<file path="src/rtl/strap_fsel_pkg.sv">
package strap_fsel_pkg;

    localparam int CFG_W      = 8;
    localparam int SRC_BIT    = 3;
    localparam int SSEN_BIT   = 1;
    localparam int SSDN_BIT   = 7;
    localparam int REG_CODE_W = 4;

    // register bit feeding code bit i (index 0 = least significant)
    localparam int REG_CODE_POS [REG_CODE_W] = '{4, 5, 6, 2};

    typedef enum logic {
        PH_HOLD = 1'b0,
        PH_RUN  = 1'b1
    } cap_phase_e;

    typedef struct packed {
        logic [REG_CODE_W-1:0] code;
        logic                  ss_en;
        logic                  ss_down;
    } fsel_state_t;

endpackage

</file>
<file path="src/rtl/strap_sync.sv">
module strap_sync #(
    parameter int W      = 5,
    parameter int STAGES = 2
) (
    input  logic         clk,
    input  logic [W-1:0] d_i,
    output logic [W-1:0] q_o
);
    // no reset: these flops must keep sampling the pins during reset
    logic [W-1:0] stage_q [STAGES];

    always_ff @(posedge clk) begin
        stage_q[0] <= d_i;
    end

    for (genvar g = 1; g < STAGES; g++) begin : g_stage
        always_ff @(posedge clk) begin
            stage_q[g] <= stage_q[g-1];
        end
    end

    assign q_o = stage_q[STAGES-1];
endmodule

</file>
<file path="src/rtl/por_release.sv">
module por_release #(
    parameter int STAGES = 2
) (
    input  logic clk,
    input  logic por_n,
    output logic rel_o
);
    logic [STAGES-1:0] rel_d, rel_q;

    always_comb begin
        rel_d = {rel_q[STAGES-2:0], 1'b1};
    end

    always_ff @(posedge clk or negedge por_n) begin
        if (!por_n) rel_q <= '0;
        else        rel_q <= rel_d;
    end

    assign rel_o = rel_q[STAGES-1];
endmodule

</file>
<file path="src/rtl/strap_capture.sv">
module strap_capture
    import strap_fsel_pkg::*;
#(
    parameter int STRAP_W = 5
) (
    input  logic               clk,
    input  logic               por_n,
    input  logic               rel_i,
    input  logic [STRAP_W-1:0] strap_s_i,
    output logic [STRAP_W-1:0] latch_o,
    output logic [STRAP_W-1:0] latch_next_o,
    output logic [STRAP_W-1:0] oe_o
);
    typedef struct packed {
        cap_phase_e         phase;
        logic [STRAP_W-1:0] latch;
    } cap_state_t;

    cap_state_t st_d, st_q;

    always_comb begin
        st_d = st_q;
        if (st_q.phase == PH_HOLD && rel_i) begin
            st_d.latch = strap_s_i;
            st_d.phase = PH_RUN;
        end
    end

    always_ff @(posedge clk or negedge por_n) begin
        if (!por_n) st_q <= '{phase: PH_HOLD, latch: '0};
        else        st_q <= st_d;
    end

    assign latch_o      = st_q.latch;
    assign latch_next_o = st_d.latch;

    for (genvar g = 0; g < STRAP_W; g++) begin : g_oe
        assign oe_o[g] = (st_q.phase == PH_RUN);
    end
endmodule

</file>
<file path="src/rtl/fsel_mux.sv">
module fsel_mux
    import strap_fsel_pkg::*;
#(
    parameter int CODE_W = 4
) (
    input  logic              clk,
    input  logic              por_n,
    input  logic [CFG_W-1:0]  cfg_byte_i,
    input  logic [CODE_W-1:0] strap_code_i,
    output logic [CODE_W-1:0] code_o,
    output logic              ss_en_o,
    output logic              ss_down_o
);
    fsel_state_t st_d, st_q;
    logic [CODE_W-1:0] reg_code;

    for (genvar g = 0; g < CODE_W; g++) begin : g_gather
        assign reg_code[g] = cfg_byte_i[REG_CODE_POS[g]];
    end

    always_comb begin
        st_d         = st_q;
        st_d.code    = cfg_byte_i[SRC_BIT] ? reg_code : strap_code_i;
        st_d.ss_en   = cfg_byte_i[SSEN_BIT];
        st_d.ss_down = cfg_byte_i[SSDN_BIT];
    end

    always_ff @(posedge clk or negedge por_n) begin
        if (!por_n) st_q <= '0;
        else        st_q <= st_d;
    end

    assign code_o    = st_q.code;
    assign ss_en_o   = st_q.ss_en;
    assign ss_down_o = st_q.ss_down;
endmodule

</file>
<file path="src/rtl/strap_fsel_top.sv">
module strap_fsel_top
    import strap_fsel_pkg::*;
#(
    parameter int STRAP_W     = 5,
    parameter int CODE_W      = 4,
    parameter int SYNC_STAGES = 2
) (
    input  logic               clk,
    input  logic               por_n,
    input  logic [STRAP_W-1:0] strap_pin_i,
    input  logic [7:0]         cfg_byte_i,
    output logic [CODE_W-1:0]  freq_code_o,
    output logic               ss_en_o,
    output logic               ss_down_o,
    output logic [STRAP_W-1:0] pin_oe_o,
    output logic [STRAP_W-1:0] strap_rb_o
);
    logic               rel;
    logic [STRAP_W-1:0] strap_s;
    logic [STRAP_W-1:0] latch_next;

    strap_sync #(.W(STRAP_W), .STAGES(SYNC_STAGES)) u_sync (
        .clk (clk),
        .d_i (strap_pin_i),
        .q_o (strap_s)
    );

    por_release #(.STAGES(SYNC_STAGES)) u_rel (
        .clk   (clk),
        .por_n (por_n),
        .rel_o (rel)
    );

    strap_capture #(.STRAP_W(STRAP_W)) u_cap (
        .clk          (clk),
        .por_n        (por_n),
        .rel_i        (rel),
        .strap_s_i    (strap_s),
        .latch_o      (strap_rb_o),
        .latch_next_o (latch_next),
        .oe_o         (pin_oe_o)
    );

    fsel_mux #(.CODE_W(CODE_W)) u_mux (
        .clk          (clk),
        .por_n        (por_n),
        .cfg_byte_i   (cfg_byte_i),
        .strap_code_i (latch_next[CODE_W-1:0]),
        .code_o       (freq_code_o),
        .ss_en_o      (ss_en_o),
        .ss_down_o    (ss_down_o)
    );
endmodule

</file>
<file path="config.mk">
export PLATFORM = sky130hd
export DESIGN_NAME = strap_fsel_top
export DESIGN_NICKNAME = d
export VERILOG_FILES = /design/src/rtl/strap_fsel_pkg.sv /design/src/rtl/strap_sync.sv /design/src/rtl/por_release.sv /design/src/rtl/strap_capture.sv /design/src/rtl/fsel_mux.sv /design/src/rtl/strap_fsel_top.sv
export SDC_FILE = /design/constraint.sdc
export NUM_CORES = 1
export LEC_CHECK = 0
export ABC_AREA = 1
export CORE_MARGIN = 8
export CORE_UTILIZATION = 41
export CTS_CLUSTER_SIZE = 30
export DETAILED_ROUTE_END_ITERATION = 7
export GPL_ROUTABILITY_DRIVEN = 1
export HOLD_SLACK_MARGIN = 0.15
export MAX_ROUTING_LAYER = met4
export PLACE_DENSITY_LB_ADDON = 0.12
export SLEW_MARGIN = 20
export SYNTH_ARGS = -nofsm -noshare
export SYNTH_HDL_FRONTEND = slang
export SYNTH_SLANG_ARGS = --single-unit
</file>
<file path="constraint.sdc">
create_clock -name clk -period 1.2 [get_ports clk]
set_input_delay 0.24 -clock clk [delete_from_list [all_inputs] [get_ports clk]]
set_output_delay 0.24 -clock clk [all_outputs]
set_load 0.005 [all_outputs]
</file>
* Word-level counts from Yosys, hierarchy flattened
Memory sizes are Yosys's and may differ from the RTL's.
Cells that the tools add are included.
** Storage, ports and cells
- Memories :: 1
- Bits of input ports :: 15
- Bits in registers :: 14
- Memory bits (writable) :: 10
** Memories
- u_sync.stage_q :: words 2, bits a word 5, read ports 2, clocked after Yosys merged registers in 0, wr ports 2, line strap_sync.sv:10 : logic [W-1:0] stage_q [STAGES];
** Cells by class
- Bitwise logic cells :: 1
- Reduce and logical (&&, ||, !) cells :: 1
- Mux-type cells :: 2
** Operator list (count)
- 4-bit two-way mux :: 2
- 1-bit logical AND :: 1
- 1-bit inverter :: 1

* Depth between registers and ports, before layout
Gate-level depths: netlist of the first run.
- Depth in word-level cells :: 4
- Depth in mapped cells :: 5
- Gate-level depth less buffers :: 5

* Modules after synthesis
Synthesis of the first run repeated with hierarchy kept, for this count alone.
** Unflattened totals
- Cell total of the unflattened synthesis :: 65
- Area total of the unflattened synthesis :: 747.0 um^2
** Modules (own cells, without submodules)
- strap_capture :: cells an instance 28, times used 1, area each 256.5 um^2, seq. area each 150.1 um^2
- strap_sync :: cells an instance 15, times used 1, area each 237.7 um^2, seq. area each 200.2 um^2
- fsel_mux :: cells an instance 19, times used 1, area each 198.9 um^2, seq. area each 150.1 um^2
- por_release :: cells an instance 3, times used 1, area each 53.8 um^2, seq. area each 50.0 um^2

* Worst setup path after synthesis of the first run
No wires, ideal clock.
- Path type :: reg-to-reg
- Start point :: reg u_cap.st_q, in the netlist u_cap.oe_o[0]
- End point :: reg u_cap.st_q, in the netlist u_cap.latch_o[0]
- Arrival time :: 785 ps
- Buffers on the path :: 0
- Setup time :: 119 ps
- Setup slack :: 296 ps
- Stages on the path, launching flop included :: 5
- Required time :: 1081 ps
- Period minus slack after synthesis :: 904 ps
- Path through :: dfrtp_1 inv_2 nand2_2 nand2_1 and2_1
** Between the ends
- Longest elaborated chain between the ends :: 3
** RTL lines
- start, declared :: line strap_capture.sv:19 : cap_state_t st_d, st_q;
- start signal, assigned :: line strap_capture.sv:30 : if (!por_n) st_q <= '{phase: PH_HOLD, latch: '0};
- start signal, assigned :: line strap_capture.sv:31 : else st_q <= st_d;
- 1-bit inverter :: line strap_capture.sv:23 : if (st_q.phase == PH_HOLD && rel_i) begin
- 1-bit logical AND :: line strap_capture.sv:23
- 4-bit two-way mux :: line strap_capture.sv:23
- via latch_next[0] :: line strap_fsel_top.sv:20 : logic [STRAP_W-1:0] latch_next;
The timed path passes the listed nets, and every way through them passes these cells.
A chain may end at the register's enable or synchronous reset.

* Worst setup path in the final report of the first run
- Start point :: reg u_cap.st_q, in the netlist u_cap.oe_o[0]
- End point :: out pin_oe_o[0]
** RTL lines
- end, declared :: line strap_fsel_top.sv:15 : output logic [STRAP_W-1:0] pin_oe_o,
No word-level cell between the ends.

==> results of run 1 <==
state kept, by name, summed over array words and instances, names as in the netlist:
| name | flops |
|---|---|
| u_mux.ss_en_o | 1 |
| u_mux.code_o | 4 |
| u_rel.rel_q | 2 |
| u_sync.stage_q | 10 |
| u_cap.oe_o | 1 |
| u_mux.ss_down_o | 1 |
| u_cap.latch_o | 5 |
placed cells by master (no fill, tap or decap):
cell type,Yosys,routed
sky130_fd_sc_hd__nand2_1,15,13
sky130_fd_sc_hd__clkdlybuf4s50_1,0,13
sky130_fd_sc_hd__dfrtp_1,14,13
sky130_fd_sc_hd__dfxtp_1,10,10
sky130_fd_sc_hd__buf_4,4,9
sky130_fd_sc_hd__nand3_1,9,7
sky130_fd_sc_hd__clkdlybuf4s15_1,0,7
sky130_fd_sc_hd__clkinv_1,5,5
sky130_fd_sc_hd__buf_6,0,5
sky130_fd_sc_hd__clkinv_8,4,4
sky130_fd_sc_hd__and2_1,4,4
sky130_fd_sc_hd__clkbuf_2,0,4
sky130_fd_sc_hd__clkbuf_4,0,3
sky130_fd_sc_hd__nand2_2,1,2
sky130_fd_sc_hd__nand3_2,0,2
sky130_fd_sc_hd__inv_4,0,1
sky130_fd_sc_hd__nand2_4,0,1
sky130_fd_sc_hd__clkbuf_8,0,1
sky130_fd_sc_hd__buf_2,0,1
sky130_fd_sc_hd__dfrtp_2,0,1
sky130_fd_sc_hd__conb_1,1,1
metrics by stage:
| stage | hold slack (ns) | cells | utilization, % | power (uW) |
|---|---|---|---|---|
| 6_report | 0.220 | 134 | 64.0 | 1930 |
| 2_1_floorplan | -0.0556 | 68 | - | 1210 |
| 4_1_cts | 0.223 | 134 | 63.0 | 1920 |
| 3_3_place_gp | 0.310 | 125 | 59.7 | 1510 |
| 3_5_place_dp | 0.312 | 125 | 59.7 | 1520 |
| 5_1_grt | 0.231 | 134 | 64.0 | 2040 |
repair_timing:
action,4_1_cts,5_1_grt
gates resized for setup,44,15
gates cloned,0,0
endpoints found under the setup margin,16,22
setup buffers,5,1
logic make-up (layout without fill, tap and decap cells):
family / count (synthesis) / after routing
buffers and inverters: 14 / 53
flip-flops: 24 / 24
other: 1 / 1
AND/OR/NAND/NOR: 29 / 29
cell type report:
type,count,area share (%)
clock buffers,4,2.98
inverters,10,7.40
multi-input cells,30,12.8
flip-flops and latches,24,45.3
well taps,27,2.77
repair buffers,39,28.7
power by group through the flow:
stage	clock network, uW	logic [uW]	registers, uW
after floorplan	0	161	1050
final	413	545	970
after global placement	0	529	985
after detailed placement	0	536	989
after global routing	463	590	983
after CTS	425	522	970
worst reg2reg max path, delay by kind of cell, from the launching register on:
kind / cells / cell delay (ns)
buffers and inverters: 3 / 0.36
DFF: 1 / 0.41
and+or+nand+nor: 2 / 0.26
routing by layer:
metal | vias up | global-route usage, % | wire length (microns)
met4 | 0 | 6.12 | 14
met3 | 2 | 2.58 | 125
li1 | 277 | - | -
met1 | 248 | 8.21 | 602
met2 | 15 | 14.9 | 782
met5 | - | - | 0
worst paths after layout:
check	start	end	slack, ns	cells past startpoint
min in group clk	u_sync.stage_q[0][0]$_DFF_P_	u_sync.stage_q[0][5]$_DFF_P_	0.34	0
hold reg to reg	u_sync.stage_q[0][0]$_DFF_P_	u_sync.stage_q[0][5]$_DFF_P_	0.34	0
setup / recovery	u_cap.oe_o[0]$_DFFE_PN0N_	pin_oe_o[0]	-0.001	2
max in group asynchronous	por_n	u_cap.latch_o[4]$_DFFE_PN0N_	0.80	2
setup reg to reg	u_cap.oe_o[0]$_DFFE_PN0N_	u_cap.latch_o[0]$_DFF_PN0_	0.08	5
hold / removal	por_n	u_mux.code_o[2]$_DFF_PN0_	0.22	2
==> reports/qor.tcl, run 1 <==
set qor(power.density_nw_per_um2) 1580
set qor(timing.critical_path.buf_inv) 2
set qor(global_route_usage_over_all_layers_pct) 8.74
set qor(fp.dieArea_sq_um) 3640
set qor(dp_slack_ns) -0.0301
set qor(post-synth-top-count-cell) {sky130_fd_sc_hd__nand2_1}
set qor(totalWireLength_mm) 1.53
set qor(nNetsFinal) 123
set qor(timing.final.hold_violations) 0
set qor(post_synth.cell_area_avg_sq_um) 11.8
set qor(synth_top_flop_cell) {sky130_fd_sc_hd__dfrtp_1}
set qor(synth_area_sq_um) 805
set qor(detailed_place.area_sq_um) 1140
set qor(synth.lib_cells_used.distinct) 11
set qor(ys_ff_latch) 24
set qor(muxShareOfSynthArea_pct) 0
set qor(run_status) {complete, but fails checks}
set qor(synth_cells) 68
set qor(multi_input_area_sq_um) 156
set qor(cp-end-kind) {primary output}
set qor(die_width_microns) 60.3
set qor(drtAntennaViolNets) 0
set qor(yosys.area_share.xor_xnor_pct) 0
set qor(via_count) 542
set qor(yosysWarnings) 0
set qor(cpLargestDelayFamily) {flip-flops}
set qor(areaGrowthSynthToFinish_pct) 51.3
set qor(syn-num-nets) 83
set qor(pwr-share-clk_pct) 21.4
set qor(timing.critical_path.cells) {buf_6, buf_6}
set qor(n_antenna_cell) 0
set qor(synth_top_cells_by_area) {sky130_fd_sc_hd__dfrtp_1 44%, sky130_fd_sc_hd__dfxtp_1 25%, sky130_fd_sc_hd__clkinv_8 8.1%}
set qor(timing.hold.worst.class) {primary input to asynchronous set/reset pin}
set qor(period_minus_slack_ns) 1.20
set qor(synth_common_cells) {15 x sky130_fd_sc_hd__nand2_1, 14 x sky130_fd_sc_hd__dfrtp_1, 10 x sky130_fd_sc_hd__dfxtp_1}
set qor(drt-vias-per-instance) 4.04
set qor(swShare_pct) 26.7
set qor(critical_path_required_ns) 0.96
set qor(max_cap_violations) 0
set qor(setup.worst_path.class) {flip-flop to primary output}
set qor(tritoncts) {yes}
set qor(seq_power_share_pct) 50.3
set qor(crit_path_max_incr_delay_ns) 0.41
set qor(synth-edff-count) 0
set qor(drt_pre_antenna_iters) 3
set qor(routabilityCongestion) 0.758
set qor(fillCellCount) 156
set qor(synth-async-reset-ratio_pct) 58.3
set qor(ctsHtreeMaxLevel) 1
set qor(irDropWorstVdd_mv) 1.01
set qor(design.core.area_sq_um) 1900
set qor(critPathMostFrequentCell) {sky130_fd_sc_hd__buf_6}
set qor(grt_pass1_wl_mm) 2.24
set qor(hpwlAfterDp_mm) 1.07
set qor(die_h_microns) 60.3
set qor(floorplan.rows) 16
set qor(root_buffer_cell) {sky130_fd_sc_hd__clkbuf_4}
set qor(grt_max_degree) 15
set qor(final_max_slew_viol_count) 0
set qor(grt_antenna_before_repair) 0
set qor(grt_overflow_total) 0
set qor(cts_hold_repair.buffers) 0
set qor(yosys.area_share.simple_pct) 16.5
set qor(synth_top_family_by_area) {simple AND/OR/NAND/NOR gates}
set qor(setup_viol) 1
set qor(ios) 31
set qor(floorplan.initialDensity_pct) 42.3
set qor(post-synth-top-area-cell) {sky130_fd_sc_hd__dfrtp_1}
set qor(timing.critical_path.slowest_stage_cell) {sky130_fd_sc_hd__dfrtp_1}
set qor(final-seq-area_sq_um) 552
set qor(setup_tns_ns) -0.00130
set qor(finalWorstSetupSlack_ns) -0.00130
set qor(tritoncts.num_buffers) 3
set qor(drt_iter0_drc) 4
set qor(clkSlewWorstSetupHoldPaths_ns) 0.13
set qor(p_switching_uw) 514
set qor(synth-adder-area-share_pct) 0
set qor(achievable-frequency_ghz) 0.832
set qor(startpoint_type) {flip-flop}
set qor(violations) {negative setup slack}
set qor(layout-drive-gt1-share_pct) 31.8
set qor(first_global_vias) 514
set qor(worst-path-max-fanout) 5
set qor(cp_data_arrival_time_ns) 0.96
set qor(drcViolationCount) 0
set qor(grt_setup_unrepaired) {yes}
set qor(clock-skew-final_ns) 0.0106
set qor(placement.io_buffers) 29
set qor(cellLeakagePower_uw) 0.000560
set qor(numClockSinks) 24
set qor(power.internal_uw) 1410
set qor(power_frac_comb_pct) 28.3
set qor(wl_per_cell_microns) 11.4
set qor(synth-compound-area-share_pct) 0
set qor(clk-insertion-delay-late_ns) 0.31
set qor(share_of_yosys_cell_area_claimed_by_the_top_area_cell_type_pct) 43.5
set qor(ctsLongestPathBuffers) 2
set qor(seq_area_frac_synth_pct) 68.4
set qor(final_cell_area_sq_um) 1220
set qor(min_period_over_period_pct) 100
Note: power is estimated with default switching activity, not from simulation.
==> run 2, diff against run 1 <==
==> constraint.sdc (replaced) <==
create_clock -name clk -period 1.2 [get_ports clk]
set_input_delay 0.36 -clock clk [delete_from_list [all_inputs] [get_ports clk]]
set_output_delay 0.36 -clock clk [all_outputs]
set_load 0.005 [all_outputs]
==> run 2 against run 1 <==
Effect of this change: the run still ends with negative setup slack left; via count fell by 0.37%; count of clock-buffer cells in the layout fell by 1; cell count fell by 1.5%; critical path type unchanged; critical endpoint is now pin_oe_o[2]; largest power group unchanged; highest routed layer unchanged.
==> reports/qor.tcl, run 2 (synthesis gave the netlist of run 1 again) <==
set qor(finalWorstSetupSlack_ns) -0.140 ;# -0.139 ns
set qor(routed-wl-met3_microns) 131 ;# +4.8%
set qor(placement.io_buffers) 29 ;# unchanged
set qor(irDropWorstVdd_mv) 1.15 ;# +14%
set qor(clock-skew-final_ns) 0.00519 ;# -0.00541 ns
set qor(hpwlAfterDp_mm) 1.06 ;# -1.2%
set qor(critical_path_required_ns) 0.84 ;# -0.12 ns
set qor(root_buffer_cell) {sky130_fd_sc_hd__clkbuf_4}
set qor(clkSlewWorstSetupHoldPaths_ns) 0.12 ;# about the same
set qor(cp_data_arrival_time_ns) 0.98 ;# +0.02 ns
set qor(dp_slack_ns) -0.150 ;# -0.120 ns
set qor(floorplan.initialDensity_pct) 42.3 ;# unchanged
set qor(layout_common_cells) {15 x sky130_fd_sc_hd__nand2_1, 13 x sky130_fd_sc_hd__clkdlybuf4s50_1, 13 x sky130_fd_sc_hd__buf_2, 13 x sky130_fd_sc_hd__dfrtp_1, 10 x sky130_fd_sc_hd__dfxtp_1}
set qor(dp.cells) 126 ;# +0.80%
set qor(die_width_microns) 60.3 ;# unchanged
set qor(worst-path-max-fanout) 5 ;# unchanged
set qor(n_antenna_cell) 0 ;# unchanged
set qor(grt_max_degree) 15 ;# unchanged
set qor(achievable-frequency_ghz) 0.746 ;# -10%
set qor(cts_hold_repair.buffers) 0 ;# unchanged
set qor(power.density_nw_per_um2) 1740 ;# +9.8%
set qor(first_global_vias) 516 ;# +0.39%
set qor(drt_iter0_drc) 3 ;# -1
set qor(nNetsFinal) 121 ;# -1.6%
set qor(drt-vias-per-instance) 4.09 ;# +1.1%
set qor(ctsLongestPathBuffers) 2 ;# unchanged
set qor(grt_antenna_before_repair) 0 ;# unchanged
set qor(fin_cells) 132 ;# -1.5%
set qor(tritoncts.num_buffers) 3 ;# unchanged
set qor(fp.dieArea_sq_um) 3640 ;# unchanged
set qor(layout-drive-gt1-share_pct) 33.3 ;# +1.6 points
set qor(cp-end-kind) {primary output}
set qor(largest_reg_flops) 10 ;# unchanged
set qor(grt_setup_unrepaired) {yes}
set qor(grt_overflow_total) 0 ;# unchanged
set qor(run_status) {complete, but fails checks}
set qor(cellLeakagePower_uw) 0.000537 ;# -4.1%
set qor(total_power_uw) 2000 ;# +3.6%
set qor(period_minus_slack_ns) 1.34 ;# +0.139 ns
set qor(timing.hold.worst.class) {flip-flop to flip-flop}
set qor(ctsHtreeMaxLevel) 1 ;# unchanged
set qor(routed-wl-met2_microns) 692 ;# -12%
set qor(critPathMostFrequentCell) {sky130_fd_sc_hd__buf_6}
set qor(holdWs_ns) 0.341 ;# +0.121 ns
set qor(clk-insertion-delay-late_ns) 0.30 ;# about the same
set qor(crit_path_max_incr_delay_ns) 0.44 ;# +0.03 ns
set qor(via_count) 540 ;# -0.37%
set qor(timing.final.hold_violations) 0 ;# unchanged
set qor(met1Wirelength_microns) 536 ;# -11%
set qor(mostFrequentLayoutCell) {sky130_fd_sc_hd__nand2_1}
set qor(timing.critical_path.cells) {buf_6, buf_6}
set qor(startpoint_type) {flip-flop}
set qor(setup_viol) 6 ;# +5
set qor(setup.worst_path.class) {flip-flop to primary output}
set qor(totalWireLength_mm) 1.38 ;# -9.9%
set qor(design.core.area_sq_um) 1900 ;# unchanged
set qor(fillCellCount) 173 ;# +11%
set qor(drtAntennaViolNets) 0 ;# unchanged
set qor(setup_tns_ns) -0.471 ;# -0.470 ns
set qor(ios) 31 ;# unchanged
set qor(global_route_usage_over_all_layers_pct) 8.17 ;# -0.58 points
set qor(max_cap_violations) 0 ;# unchanged
set qor(timing.critical_path.slowest_stage_cell) {sky130_fd_sc_hd__dfrtp_1}
set qor(grt_pass1_wl_mm) 2.15 ;# -4.0%
set qor(die_h_microns) 60.3 ;# unchanged
set qor(min_period_over_period_pct) 112 ;# +12 points
set qor(dr.max_layer_used) {met4}
set qor(tritoncts) {yes}
set qor(drt_pre_antenna_iters) 4 ;# +1
set qor(regMostFlops) {u_sync.stage_q}
set qor(routabilityCongestion) 0.760 ;# +0.21%
set qor(wl_per_cell_microns) 10.4 ;# -8.5%
set qor(areaGrowthSynthToFinish_pct) 42.8
set qor(floorplan.rows) 16 ;# unchanged
set qor(numClockSinks) 24 ;# unchanged
set qor(drcViolationCount) 0 ;# unchanged
set qor(final_max_slew_viol_count) 0 ;# unchanged
set qor(violations) {negative setup slack}
run 2: changes by cell type in the layout (fill, tap and decap cells not counted), sizes merged:
cell and change:
bufinv +1, buf +8, clkbuf -4, clkdlybuf4s15 -7
run 2: cell type report:
class,instances,area [sq um],share of cell area [%]
clock buffers,3,22.5,1.96
clock inverters,1,30.0,2.61
inverters,10,87.6,7.63
multi-input cells,30,136,11.9
flip-flops and latches,24,552,48.0
well taps,27,33.8,2.94
repair buffers,37,287,24.9
run 2: worst max-delay path, delay by kind of cell (launching register included):
family	cells	cell delay [ns]
DFF	1	0.44
buffers and inverters	2	0.24
run 2: repair_timing:
item,in CTS,in global routing
pin swaps,0,0
buffers inserted,2,0
setup endpoints to repair,16,14
gates resized for setup,66,1
hold endpoints to repair,0,0
run 2: worst paths after layout:
path | end | from | slack (ns) | depth (start not counted)
worst max register to register | u_cap.latch_o[2]$_DFF_PN0_ | u_cap.oe_o[0]$_DFFE_PN0N_ | 0.11 | 5
min in group asynchronous | u_rel.rel_q[0]$_DFF_PN0_ | por_n | 0.35 | 2
max in group asynchronous | u_cap.latch_o[2]$_DFF_PN0_ | por_n | 0.66 | 2
worst min-delay path | u_sync.stage_q[0][6]$_DFF_P_ | u_sync.stage_q[0][1]$_DFF_P_ | 0.34 | 0
worst max-delay path | pin_oe_o[2] | u_cap.oe_o[0]$_DFFE_PN0N_ | -0.14 | 2
worst min register to register | u_sync.stage_q[0][6]$_DFF_P_ | u_sync.stage_q[0][1]$_DFF_P_ | 0.34 | 0
run 2: per-stage QoR:
step	util (%)	area (sq um)
2_1_floorplan	-	805
3_3_place_gp	60.1	1140
3_5_place_dp	60.1	1140
4_1_cts	60.7	1150
5_1_grt	60.4	1150
6_report	60.4	1150
run 2: routing by layer:
layer / vias up / global-route usage, %
li1: 273 / -
met1: 246 / 8.24
met2: 19 / 13.0
met3: 2 / 3.23
met4: 0 / 5.10
met5: - / -
run 2: where the power goes:
part	internal, uW	total (uW)	switching, uW
logic	262	470	208
clock network	337	560	222
registers	911	966	54.8
==> run 3, diff against run 2 <==
- ABC_AREA: 1 -> 0
==> run 3 against run 2 <==
Effect of this change: the run still ends with negative setup slack left; sequential cell count unchanged; highest routed layer unchanged; sequential share of layout area down 1.2 points; critical endpoint is now pin_oe_o[1]; synthesized cell count decreased by 26%; sequential power fell by 8.8%; cell count down 12%; non-clock buffer count increased by 4.
==> reports/qor.tcl, run 3 <==
set qor(synth-adder-area-share_pct) 0 ;# unchanged
set qor(die_h_microns) 60.4 ;# +0.23%
set qor(layout_common_cells) {15 x sky130_fd_sc_hd__buf_2, 14 x sky130_fd_sc_hd__dfrtp_1, 13 x sky130_fd_sc_hd__clkdlybuf4s50_1}
set qor(ctsHtreeMaxLevel) 1 ;# unchanged
set qor(yosys.area_share.simple_pct) 10.8 ;# -5.7 points
set qor(hpwlAfterDp_mm) 1.14 ;# +8.2%
set qor(post-synth-top-count-cell) {sky130_fd_sc_hd__dfrtp_1}
set qor(muxShareOfSynthArea_pct) 9.27 ;# +9.3 points
set qor(p_switching_uw) 312 ;# -36%
set qor(post-synth-top-area-cell) {sky130_fd_sc_hd__dfrtp_1}
set qor(clkSlewWorstSetupHoldPaths_ns) 0.12 ;# about the same
set qor(grt_overflow_total) 0 ;# unchanged
set qor(synth_top_flop_cell) {sky130_fd_sc_hd__dfrtp_1}
set qor(seq_area_frac_synth_pct) 68.0 ;# -0.42 points
set qor(timing.hold.worst.class) {primary input to asynchronous set/reset pin}
set qor(finalWorstSetupSlack_ns) -0.150 ;# -0.00949 ns
set qor(depth_of_the_worst_register_to_register_path) 5 ;# unchanged
set qor(floorplan.rows) 16 ;# unchanged
set qor(synth_top_family_by_area) {simple AND/OR/NAND/NOR gates}
set qor(max_cap_violations) 0 ;# unchanged
set qor(drcViolationCount) 0 ;# unchanged
set qor(synth-async-reset-ratio_pct) 58.3 ;# unchanged
set qor(swShare_pct) 19.0 ;# -5.3 points
set qor(grt_antenna_before_repair) 0 ;# unchanged
set qor(finalCoreUtilization_pct) 61.8 ;# +1.4 points
set qor(worst_setup_path_startpoint) {u_cap.oe_o[0]$_DFFE_PN0N_}
set qor(timing.reg2reg.setup_slack_ns) -0.13 ;# -0.24 ns
set qor(dp.cells) 111 ;# -12%
set qor(fillCellCount) 148 ;# -14%
set qor(final_max_slew_viol_count) 0 ;# unchanged
set qor(tritoncts) {yes}
set qor(synth-compound-area-share_pct) 4.95 ;# +4.9 points
set qor(drt_pre_antenna_iters) 2 ;# -2
set qor(nNetsFinal) 105 ;# -13%
set qor(yosys.area_share.xor_xnor_pct) 0 ;# unchanged
set qor(root_buffer_cell) {sky130_fd_sc_hd__clkbuf_4}
set qor(mostFrequentLayoutCell) {sky130_fd_sc_hd__buf_2}
set qor(routabilityCongestion) 0.648 ;# -15%
set qor(tritoncts.num_buffers) 3 ;# unchanged
set qor(n_antenna_cell) 0 ;# unchanged
set qor(largest_reg_flops) 10 ;# unchanged
set qor(power.density_nw_per_um2) 1390 ;# -20%
set qor(post_synth.cell_area_avg_sq_um) 16.2 ;# +37%
set qor(synth_top_cells_by_area) {sky130_fd_sc_hd__dfrtp_1 43%, sky130_fd_sc_hd__dfxtp_1 25%, sky130_fd_sc_hd__mux2_4 9.3%}
set qor(synth_cells) 50 ;# -26%
set qor(timing.rr.start) {u_cap.oe_o[0]$_DFFE_PN0N_}
set qor(first_global_vias) 545 ;# +5.6%
set qor(synth_common_cells) {14 x sky130_fd_sc_hd__dfrtp_1, 10 x sky130_fd_sc_hd__dfxtp_1, 5 x sky130_fd_sc_hd__mux2_4}
set qor(synth_area_sq_um) 810 ;# +0.62%
set qor(layout-drive-gt1-share_pct) 46.1 ;# +13 points
set qor(via_count) 509 ;# -5.7%
set qor(cts_hold_repair.buffers) 0 ;# unchanged
set qor(yosysWarnings) 0 ;# unchanged
set qor(syn-num-nets) 65 ;# -22%
set qor(run_status) {complete, but fails checks}
set qor(min_period_over_period_pct) 112 ;# +0.79 points
set qor(cellLeakagePower_uw) 0.000563 ;# +4.9%
set qor(period_minus_slack_ns) 1.35 ;# +0.00949 ns
set qor(wl_per_cell_microns) 12.7 ;# +22%
set qor(drt-vias-per-instance) 4.39 ;# +7.3%
set qor(synth-edff-count) 0 ;# unchanged
set qor(grt_setup_unrepaired) {yes}
set qor(regMostFlops) {u_sync.stage_q}
set qor(synth.lib_cells_used.distinct) 12 ;# +1
set qor(violations) {negative setup slack}
set qor(drt_iter0_drc) 7 ;# +4
set qor(power_frac_comb_pct) 11.3 ;# -12 points
set qor(cp-end-kind) {primary output}
set qor(global_route_usage_over_all_layers_pct) 8.67 ;# +0.50 points
set qor(grt_pass1_wl_mm) 2.26 ;# +4.8%
set qor(worst-path-max-fanout) 5 ;# unchanged
set qor(power.internal_uw) 1330 ;# -12%
set qor(fin_cells) 116 ;# -12%
set qor(totalWireLength_mm) 1.48 ;# +7.3%
set qor(design.core.area_sq_um) 1900 ;# unchanged
set qor(drtAntennaViolNets) 0 ;# unchanged
set qor(ctsLongestPathBuffers) 2 ;# unchanged
set qor(fp.dieArea_sq_um) 3650 ;# +0.46%
set qor(share_of_yosys_cell_area_claimed_by_the_top_area_cell_type_pct) 43.3 ;# -0.27 points
set qor(cp_data_arrival_time_ns) 0.99 ;# about the same
set qor(clk-insertion-delay-late_ns) 0.32 ;# +0.02 ns
set qor(areaGrowthSynthToFinish_pct) 45.1
set qor(ios) 31 ;# unchanged
set qor(regToRegEndpoint) {u_cap.latch_o[4]$_DFFE_PN0N_}
set qor(numClockSinks) 24 ;# unchanged
set qor(critical_path_required_ns) 0.84 ;# about the same
set qor(startpoint_type) {flip-flop}
set qor(placement.io_buffers) 29 ;# unchanged
set qor(grt_max_degree) 15 ;# unchanged
set qor(seq_power_share_pct) 53.8 ;# +5.4 points
set qor(die_width_microns) 60.4 ;# +0.23%
set qor(setup_viol) 16 ;# +10
set qor(pwr-share-clk_pct) 34.9 ;# +6.9 points
set qor(floorplan.initialDensity_pct) 42.6 ;# +0.26 points
set qor(clock-skew-final_ns) 0.00719 ;# +0.00200 ns
set qor(timing.final.hold_violations) 0 ;# unchanged
set qor(ys_ff_latch) 24 ;# unchanged
set qor(irDropWorstVdd_mv) 1.36 ;# +18%
set qor(achievable-frequency_ghz) 0.741 ;# -0.70%
set qor(setup.worst_path.class) {flip-flop to primary output}
## run 3: timing repair
item,in CTS,in global routing
endpoints found under the setup margin,25,23
resized for setup,69,2
setup buffers,1,0
hold endpoints to repair,0,0
## run 3: cells by family after synthesis
| group | after synthesis |
|---|---|
| compound gates | 4 |
| flops | 24 |
| other cells | 1 |
| mux | 5 |
| simple gates | 10 |
| buf+inv | 6 |
## run 3: critical path, cell delays in order, from the launching register on
cell and delay [ns]:
sky130_fd_sc_hd__dfrtp_1 0.43, sky130_fd_sc_hd__buf_6 0.13, sky130_fd_sc_hd__buf_6 0.11
## run 3: how the worst max path moves through the flow
stage,to,slack (ns)
floorplan,u_cap.latch_o[0]$_DFF_PN0_,0.04
global placement,u_mux.code_o[2]$_DFF_PN0_,-0.34
detailed placement,u_mux.code_o[2]$_DFF_PN0_,-0.36
CTS,pin_oe_o[1],-0.16
global route,pin_oe_o[1],-0.20
finish,pin_oe_o[1],-0.15
## run 3: final cells by class
type,instances,area [sq um],share of cell area [%]
flip-flops and latches,24,551,46.9
repair buffers,41,322,27.4
multi-input cells,20,216,18.4
well taps,27,33.8,2.88
clock inverters,1,30.0,2.56
clock buffers,3,22.5,1.92
## run 3: routing by layer
| metal | vias to the layer above | share of wire [%] | global-route usage [%] |
|---|---|---|---|
| li1 | 248 | - | - |
| met1 | 237 | 41 | 8.16 |
| met2 | 22 | 48 | 14.5 |
| met3 | 2 | 9.4 | 3.81 |
| met4 | 0 | 1.4 | 4.98 |
| met5 | - | 0 | - |
## run 3: through the flow
stage               setup TNS, ns  total power (uW)  area, sq um  hold slack, ns  setup WS (ns)
floorplan                       0               960          810          0.0644         0.0420
global placement            -2.05              1120         1160           0.311         -0.339
detailed placement          -2.35              1120         1160           0.312         -0.363
CTS                         -1.84              1660         1170           0.321         -0.161
global route                -2.41              1690         1170           0.336         -0.196
finish                      -1.50              1640         1170           0.322         -0.150
## run 3: power groups by stage
stage                     Combinational (uW)  Clock (uW)  Sequential (uW)
after floorplan                         56.8           0              903
after global placement                   221           0              898
after detailed placement                 223           0              900
after CTS                                190         588              882
after global routing                     204         602              889
final                                    185         572              881
